$ cat src/rtl/lane_sram_pkg.sv
package lane_sram_pkg;

   typedef enum logic {
      CYC_READ  = 1'b0,
      CYC_WRITE = 1'b1
   } cyc_kind_e;

   // Active-low strobes: any global write, or master with at least one lane.
   function automatic cyc_kind_e classify(input logic gw_n, input logic master_n,
                                          input logic any_lane_low);
      if (!gw_n || (!master_n && any_lane_low)) return CYC_WRITE;
      return CYC_READ;
   endfunction

endpackage

$ cat src/rtl/lane_sram_wdec.sv
module lane_sram_wdec
   import lane_sram_pkg::*;
#(
   parameter int LANES = 4
) (
   input  logic             go_i,
   input  logic             gw_n_i,
   input  logic             master_n_i,
   input  logic [LANES-1:0] lane_n_i,
   output logic [LANES-1:0] lane_we_o,
   output logic             is_wr_o
);

   cyc_kind_e kind;

   always_comb begin
      kind    = classify(gw_n_i, master_n_i, ~&lane_n_i);
      is_wr_o = (kind == CYC_WRITE);
   end

   generate
      for (genvar g = 0; g < LANES; g++) begin : g_lane
         always_comb begin
            if (!go_i)            lane_we_o[g] = 1'b0;
            else if (!gw_n_i)     lane_we_o[g] = 1'b1;
            else if (!master_n_i) lane_we_o[g] = ~lane_n_i[g];
            else                  lane_we_o[g] = 1'b0;
         end
      end
   endgenerate

endmodule

$ cat src/rtl/lane_sram_lane.sv
module lane_sram_lane #(
   parameter int DEPTH  = 64,
   parameter int LANE_W = 9,
   localparam int AW    = $clog2(DEPTH)
) (
   input  logic              clk,
   input  logic              we_i,
   input  logic [AW-1:0]     waddr_i,
   input  logic [LANE_W-1:0] wd_i,
   input  logic [AW-1:0]     raddr_i,
   output logic [LANE_W-1:0] rd_o
);

   logic [LANE_W-1:0] mem [DEPTH];

   always_ff @(posedge clk) begin
      if (we_i) mem[waddr_i] <= wd_i;
   end

   assign rd_o = mem[raddr_i];

endmodule

$ cat src/rtl/lane_sram_ctrl.sv
module lane_sram_ctrl #(
   parameter int AW = 6
) (
   input  logic          clk,
   input  logic          rst_n,
   input  logic          sleep_i,
   input  logic          valid_i,
   input  logic          is_wr_i,
   input  logic [AW-1:0] addr_i,
   input  logic          oe_n_i,
   output logic          go_o,
   output logic [AW-1:0] raddr_o,
   output logic          drive_o
);

   logic slp_q;
   logic rd_q;

   // Accept only when sleep is low now and was low at the previous edge.
   assign go_o = !sleep_i && !slp_q;

   always_ff @(posedge clk or negedge rst_n) begin
      if (!rst_n) begin
         slp_q   <= 1'b0;
         rd_q    <= 1'b0;
         raddr_o <= '0;
      end else begin
         slp_q <= sleep_i;
         rd_q  <= go_o && valid_i && !is_wr_i;
         if (go_o && valid_i && !is_wr_i) raddr_o <= addr_i;
      end
   end

   assign drive_o = rd_q && !oe_n_i && !sleep_i;

   assert_wake_hold_R8: assert property (@(posedge clk) disable iff (!rst_n)
      $fell(sleep_i) |-> !go_o);

endmodule

$ cat src/rtl/lane_sram.sv
module lane_sram #(
   parameter int LANES  = 4,
   parameter int LANE_W = 9,
   parameter int DEPTH  = 64,
   localparam int ADDR_W = $clog2(DEPTH),
   localparam int DATA_W = LANES * LANE_W
) (
   input  logic              clk,
   input  logic              rst_n,
   input  logic              sleep_i,
   input  logic              acc_valid_i,
   input  logic [ADDR_W-1:0] addr_i,
   input  logic              all_wr_n_i,
   input  logic              lane_wr_master_n_i,
   input  logic [LANES-1:0]  lane_wr_n_i,
   input  logic [DATA_W-1:0] wdata_i,
   input  logic              oe_n_i,
   output logic [DATA_W-1:0] dq_o,
   output logic              dq_drive_o
);

   initial begin
      assert (LANES == 2 || LANES == 4) else $error("LANES must be 2 or 4");
      assert (LANE_W == 8 || LANE_W == 9) else $error("LANE_W must be 8 or 9");
      assert (DEPTH == (1 << ADDR_W)) else $error("DEPTH must be a power of two");
   end

   logic              go;
   logic              is_wr;
   logic [LANES-1:0]  lane_we;
   logic [ADDR_W-1:0] raddr;
   logic [DATA_W-1:0] rword;

   lane_sram_ctrl #(.AW(ADDR_W)) u_ctrl (
      .clk     (clk),
      .rst_n   (rst_n),
      .sleep_i (sleep_i),
      .valid_i (acc_valid_i),
      .is_wr_i (is_wr),
      .addr_i  (addr_i),
      .oe_n_i  (oe_n_i),
      .go_o    (go),
      .raddr_o (raddr),
      .drive_o (dq_drive_o)
   );

   lane_sram_wdec #(.LANES(LANES)) u_wdec (
      .go_i       (go && acc_valid_i),
      .gw_n_i     (all_wr_n_i),
      .master_n_i (lane_wr_master_n_i),
      .lane_n_i   (lane_wr_n_i),
      .lane_we_o  (lane_we),
      .is_wr_o    (is_wr)
   );

   generate
      for (genvar n = 0; n < LANES; n++) begin : g_lane
         lane_sram_lane #(.DEPTH(DEPTH), .LANE_W(LANE_W)) u_lane (
            .clk     (clk),
            .we_i    (lane_we[n]),
            .waddr_i (addr_i),
            .wd_i    (wdata_i[n*LANE_W +: LANE_W]),
            .raddr_i (raddr),
            .rd_o    (rword[n*LANE_W +: LANE_W])
         );
      end
   endgenerate

   assign dq_o = dq_drive_o ? rword : '0;

   assert_all_lanes_R1: assert property (@(posedge clk) disable iff (!rst_n)
      (acc_valid_i && !sleep_i && !$past(sleep_i) && !all_wr_n_i) |-> (&lane_we));

   assert_masked_R2: assert property (@(posedge clk) disable iff (!rst_n)
      (all_wr_n_i && !lane_wr_master_n_i) |-> ((lane_we & lane_wr_n_i) == '0));

   assert_read_nowrite_R3: assert property (@(posedge clk) disable iff (!rst_n)
      (all_wr_n_i && (lane_wr_master_n_i || (&lane_wr_n_i))) |-> (lane_we == '0));

   assert_drive_source_R4: assert property (@(posedge clk) disable iff (!rst_n)
      dq_drive_o |-> $past(acc_valid_i && all_wr_n_i && !sleep_i));

   assert_oe_release_R5: assert property (@(posedge clk) disable iff (!rst_n)
      oe_n_i |-> !dq_drive_o);

   assert_idle_zero_R6: assert property (@(posedge clk) disable iff (!rst_n)
      !dq_drive_o |-> (dq_o == '0));

   assert_sleep_nowrite_R7: assert property (@(posedge clk) disable iff (!rst_n)
      sleep_i |-> (lane_we == '0 && !dq_drive_o));

   assert_wake_nowrite_R8: assert property (@(posedge clk) disable iff (!rst_n)
      $past(sleep_i) |-> (lane_we == '0));

endmodule

$ cat config.mk
export PLATFORM = sky130hd
export DESIGN_NAME = lane_sram
export DESIGN_NICKNAME = d
export VERILOG_FILES = /design/src/rtl/lane_sram_pkg.sv /design/src/rtl/lane_sram_wdec.sv /design/src/rtl/lane_sram_lane.sv /design/src/rtl/lane_sram_ctrl.sv /design/src/rtl/lane_sram.sv
export SDC_FILE = /design/constraint.sdc
export NUM_CORES = 2
export LEC_CHECK = 0
export BUFFER_PORTS_ARGS = -buffer_cell sky130_fd_sc_hd__buf_2
export CAP_MARGIN = 20
export CORE_MARGIN = 2
export CORE_UTILIZATION = 45
export DETAILED_ROUTE_END_ITERATION = 16
export PLACE_DENSITY_LB_ADDON = 0.05
export SLEW_MARGIN = 25
export SYNTH_ARGS = -nofsm -noshare
export SYNTH_HDL_FRONTEND = slang
export SYNTH_HIERARCHICAL = 1
export SYNTH_SLANG_ARGS = --single-unit
$ cat constraint.sdc
create_clock -name clk -period 3.65 [get_ports clk]
set_clock_uncertainty 0.15 [all_clocks]
set_input_delay 0.73 -clock clk [delete_from_list [all_inputs] [get_ports clk]]
set_output_delay 0.73 -clock clk [all_outputs]
set_load 0.01 [all_outputs]
### Yosys cells after proc, flatten, opt, wreduce, memory -nomap -nowiden

Memories as Yosys holds them, arrays and structs flattened.
Cells that the tools add are included.

* multiplexer cells: 24
* reductions and logical operators: 15
* bitwise logic cells: 4

Operators with widths (count)
* 36-bit 2-to-1 mux: 1
* 1-bit 2-to-1 mux: 23
* 1-bit zero test: 7
* 1-bit logical AND: 6
* 1-bit NOT: 4
* 4-bit AND reduction: 1
* 1-bit logical OR: 1

* output and inout bits: 37
* memories kept: 4
* word-level logic and storage cells: 50
* register bits: 8
* bits in writable memories: 2304
* input bits: 53

Memories
* g_lane[0].u_lane.mem: words 64, width 9, rd ports 1, clocked after Yosys merged registers in 0, wr ports 1, RTL line lane_sram_lane.sv:14 `logic [LANE_W-1:0] mem [DEPTH];`
* g_lane[1].u_lane.mem: words 64, width 9, rd ports 1, clocked after Yosys merged registers in 0, wr ports 1, RTL line lane_sram_lane.sv:14
* g_lane[2].u_lane.mem: words 64, width 9, rd ports 1, clocked after Yosys merged registers in 0, wr ports 1, RTL line lane_sram_lane.sv:14
* g_lane[3].u_lane.mem: words 64, width 9, rd ports 1, clocked after Yosys merged registers in 0, wr ports 1, RTL line lane_sram_lane.sv:14

### Depth between registers and ports, before layout

* word-level depth: 8
* gate-level depth with buffers: 10
* gate-level depth less buffers: 6

### Hierarchy

Netlist, hierarchy kept.

Modules (own cells, without submodules)
* lane_sram_lane: cells each 1011, sequential area each 17296.6 sq um, times used 4, area an instance 22414.0 sq um
* lane_sram_ctrl: cells each 17, sequential area each 200.2 sq um, times used 1, area an instance 302.8 sq um
* lane_sram: cells each 40, sequential area each 0.0 sq um, times used 1, area an instance 291.5 sq um
* lane_sram_wdec: cells each 10, sequential area each 0.0 sq um, times used 1, area an instance 58.8 sq um

### Worst setup path before layout

OpenSTA, ideal clock, no wires.

* kind: reg-to-output
* start point: reg u_ctrl.raddr_o[0]
* end point: out dq_o[12]
* stages on the path, launching flop included: 8
* arrival: 2432 ps
* buffers on the path: 2
* setup slack: 338 ps
* data required time: 2770 ps
* cell sequence: dfrtp_1 buf_6 buf_4 mux4_2 mux4_2 o211ai_1 nand2_1 and2_2

* word-level cells in the longest chain between the ends: 2

Ends and longest elaborated chain
* from (decl): RTL line lane_sram_ctrl.sv:12 `output logic [AW-1:0] raddr_o,`
* from (signal assigned): RTL line lane_sram_ctrl.sv:30 `if (go_o && valid_i && !is_wr_i) raddr_o <= addr_i;`
* memory 64 x 9 bit
* named net rword[12]: RTL line lane_sram.sv:32 `logic [DATA_W-1:0] rword;`
* 36-bit 2-to-1 mux: RTL line lane_sram.sv:69 `assign dq_o = dq_drive_o ? rword : '0;`
* to (decl): RTL line lane_sram.sv:18 `output logic [DATA_W-1:0] dq_o,`

The timed path passes the listed nets, and every way through them passes these cells.

### Worst setup path after layout

* start point: reg u_ctrl.raddr_o[0]
* end point: out dq_o[32]

Same word-level chain as after synthesis.

==> impl_metrics.tcl <==
set metrics [dict create \
    outcome "finished, violations left" \
    violations "setup timing" \
    rows 164 \
    drcViolationCount 0 \
    critPathKind "register to primary output" \
    hold_start "all_wr_n_i" \
    yosysSeqAreaShare_pct 76.8 \
    drv_slew 0 \
    min_path_cells 3 \
    rsz0062_at_grt "yes" \
    slew_headroom_pct 32.2 \
    crit_start "u_ctrl/raddr_o[0]" \
    grt_start_max_net_pins 65 \
    period_share_pct 126 \
    holdWs_ns 0.0957 \
    critPathArrivalTime_ns 3.74 \
    hold_violations 0 \
    worstMarginPinSlew_ns 1.02 \
    layout_commonest_cell "edfxtp_1" \
    htree_levels 4 \
    wl_per_cell_um 28.9 \
    post-route-util_pct 53.9 \
    start_kind "register" \
    drive_above_1_share_pct 36.3 \
    syn_inst 4111 \
    reg2reg_from "u_ctrl/slp_q" \
    cts_tree "built" \
    holdPathEnd "u_ctrl/rd_q" \
    die_area_mm2 0.204 \
    cts.reportedPaths.clkPinSlew_ns 0.06 \
    clock.fmax_mhz 217 \
    chipHeight_um 452 \
    maxCapViolCount 0 \
    crit_required_ns 2.77 \
    dpl.hpwl_mm 140 \
    vdd_ir_drop_max_mv 0.536 \
    grt_overflow 0 \
    async_flop_share_pct 0.346 \
    vias 44200 \
    p_leak_nw 34.7 \
    insertion_delay_ns 0.86 \
    grt_pass1_wl_mm 325 \
    syn_to_final_growth_pct 19.1 \
    setup_viol 36 \
    yosys_warnings 6 \
    synth.distinct_cells 42 \
    ys_seq_elements 2312 \
    avgViaCountPerCell 5.69 \
    initial_core_util_pct 45.2 \
    antenna_found_initial 7 \
    endpoint_kind "primary output" \
    grt_pass1_vias 45300 \
    core_mm2 0.200 \
    hold_path.class "primary input to register" \
    fin_cells 7773 \
    synthesis.area_mm2 0.0903 \
    die_w_um 452 \
    nets 4965 \
    total_power_mw 64.5 \
    fin_crit_ns 4.62 \
    drt-met1-wl_mm 100 \
    dp_cells 7238 \
    drt_iter0_drc 3952 \
    portBuffers 89 \
    syn_avg_cell_area_um2 22.0 \
    ant_nets 0 \
    synth_edf_count 2304 \
    clock_sinks 2312 \
    p_per_area_mw_per_mm2 600 \
    ff2ff_path_depth 7 \
    routed-wl-met2_mm 109 \
    synth_ff_type "edfxtp_1" \
    setup_slack_ns -0.966 \
    wl_met3_mm 10.1 \
    place_congestion 0.777 \
    firstDrtPassIters 5 \
    grt_use_total_pct 22.0 \
    final.setup.tns_ns -30.57 \
    io_pins 90 \
    synthesis.nets 4164 \
    cts_buffers 236 \
    worst-path-max-fanout 8 \
    worst-r2r-setup-slack_ns 0.80 \
    clockBufferDepth 3 \
    fill_cells 15500 \
    top_layer_used "met4" \
    drt_wl_total_mm 224 \
    layout_common_cells "edfxtp_1, buf_4, mux4_2" \
    r2r_end "g_lane[0].u_lane/mem[7][6]" \
    cts_root_buffer "clkbuf_16" \
]
## routing by layer
metal | track usage [%] | vias up
met3 | 3.07 | 293
li1 | - | 19000
met5 | 0 | -
met1 | 32.0 | 23900
met4 | 5.59 | 0
met2 | 35.4 | 1088
## repair_timing
item	CTS	global route
cloned	5	11
endpoints found under the hold margin	10	0
pin swaps	21	17
gates resized for setup	131	89
hold buffers	3	0
setup buffers	31	44
endpoints found under the setup margin	36	36
## area by class of cell
type / count / area, um^2 / share of cell area (%)
well taps: 2656 / 3320 / 3.09
repair buffers: 782 / 7120 / 6.62
diodes: 4 / 10.0 / 0.00931
multi-input cells: 1576 / 20200 / 18.8
clock inverters: 141 / 1150 / 1.07
clock buffers: 298 / 6320 / 5.88
inverters: 4 / 15.0 / 0.0140
flip-flops and latches: 2312 / 69400 / 64.6
## registers in the layout (all words and copies together), names as in the netlist
name,flops
u_ctrl/slp_q,1
u_ctrl/rd_q,1
u_ctrl/raddr_o,6
g_lane.u_lane/mem,2304
## cells in the mapped netlist (22+ instances only)
cell	n	area share [%]
buf_2	56	0.31
nor2_1	281	1.2
buf_4	36	0.30
edfxtp_1	2304	77
a22oi_1	68	0.57
nand2_1	97	0.40
nand2b_1	24	0.17
o22ai_1	32	0.22
mux4_2	572	14
clkbuf_1	92	0.38
mux2_2	22	0.27
nand3_1	48	0.27
nor2b_1	56	0.39
mux2i_1	88	0.98
mux4_1	32	0.93
o21ai_1	22	0.12
and2_2	36	0.30
a2111oi_0	24	0.23
## worst max path at each step
stage                     endpoint  slack, ns  cells past startpoint
after floorplan           dq_o[12]       0.34                      7
after global placement     dq_o[5]      -0.31                     11
after detailed placement   dq_o[2]      -0.31                     11
after CTS                 dq_o[29]      -1.06                     11
after global routing      dq_o[29]      -1.07                     11
final                     dq_o[32]      -0.97                     10
## critical path: stages (launching register included)
cell       delay, ns
dfrtp_4         0.52
buf_12          0.17
buf_12          0.15
buf_4           0.15
mux4_1          0.33
mux2_2          0.17
o22ai_2         0.10
a2111oi_2       0.75
a221o_1         0.25
and2_2          0.15
buf_2           0.12
## where the power goes
part	internal, mW	switching [mW]	leakage (nW)
Combinational	5.66	6.18	10.2
Sequential	29.2	0.0661	20.8
Clock	13.4	9.95	3.66
Total	48.3	16.2	34.7
## stage by stage
step / worst slack, ns / area [um^2]
6_report: -0.966 / 108000
5_1_grt: -1.07 / 108000
4_1_cts: -1.06 / 107000
3_5_place_dp: -0.311 / 98000
3_3_place_gp: -0.312 / 98000
2_1_floorplan: 0.338 / 90300
## cells by family (layout without fill, tap and decap cells)
logic type / Yosys count / in the layout / synth area share, %
DFF: 2312 / 2312 / 76.8
AOI/OAI and AO/OA: 253 / 253 / 2.04
muxes: 714 / 714 / 16.4
other: 0 / 4 / 0
buffers and inverters: 223 / 1225 / 1.47
and+or+nand+nor: 609 / 609 / 3.21
No activity file was read; power rests on OpenSTA's default activity.
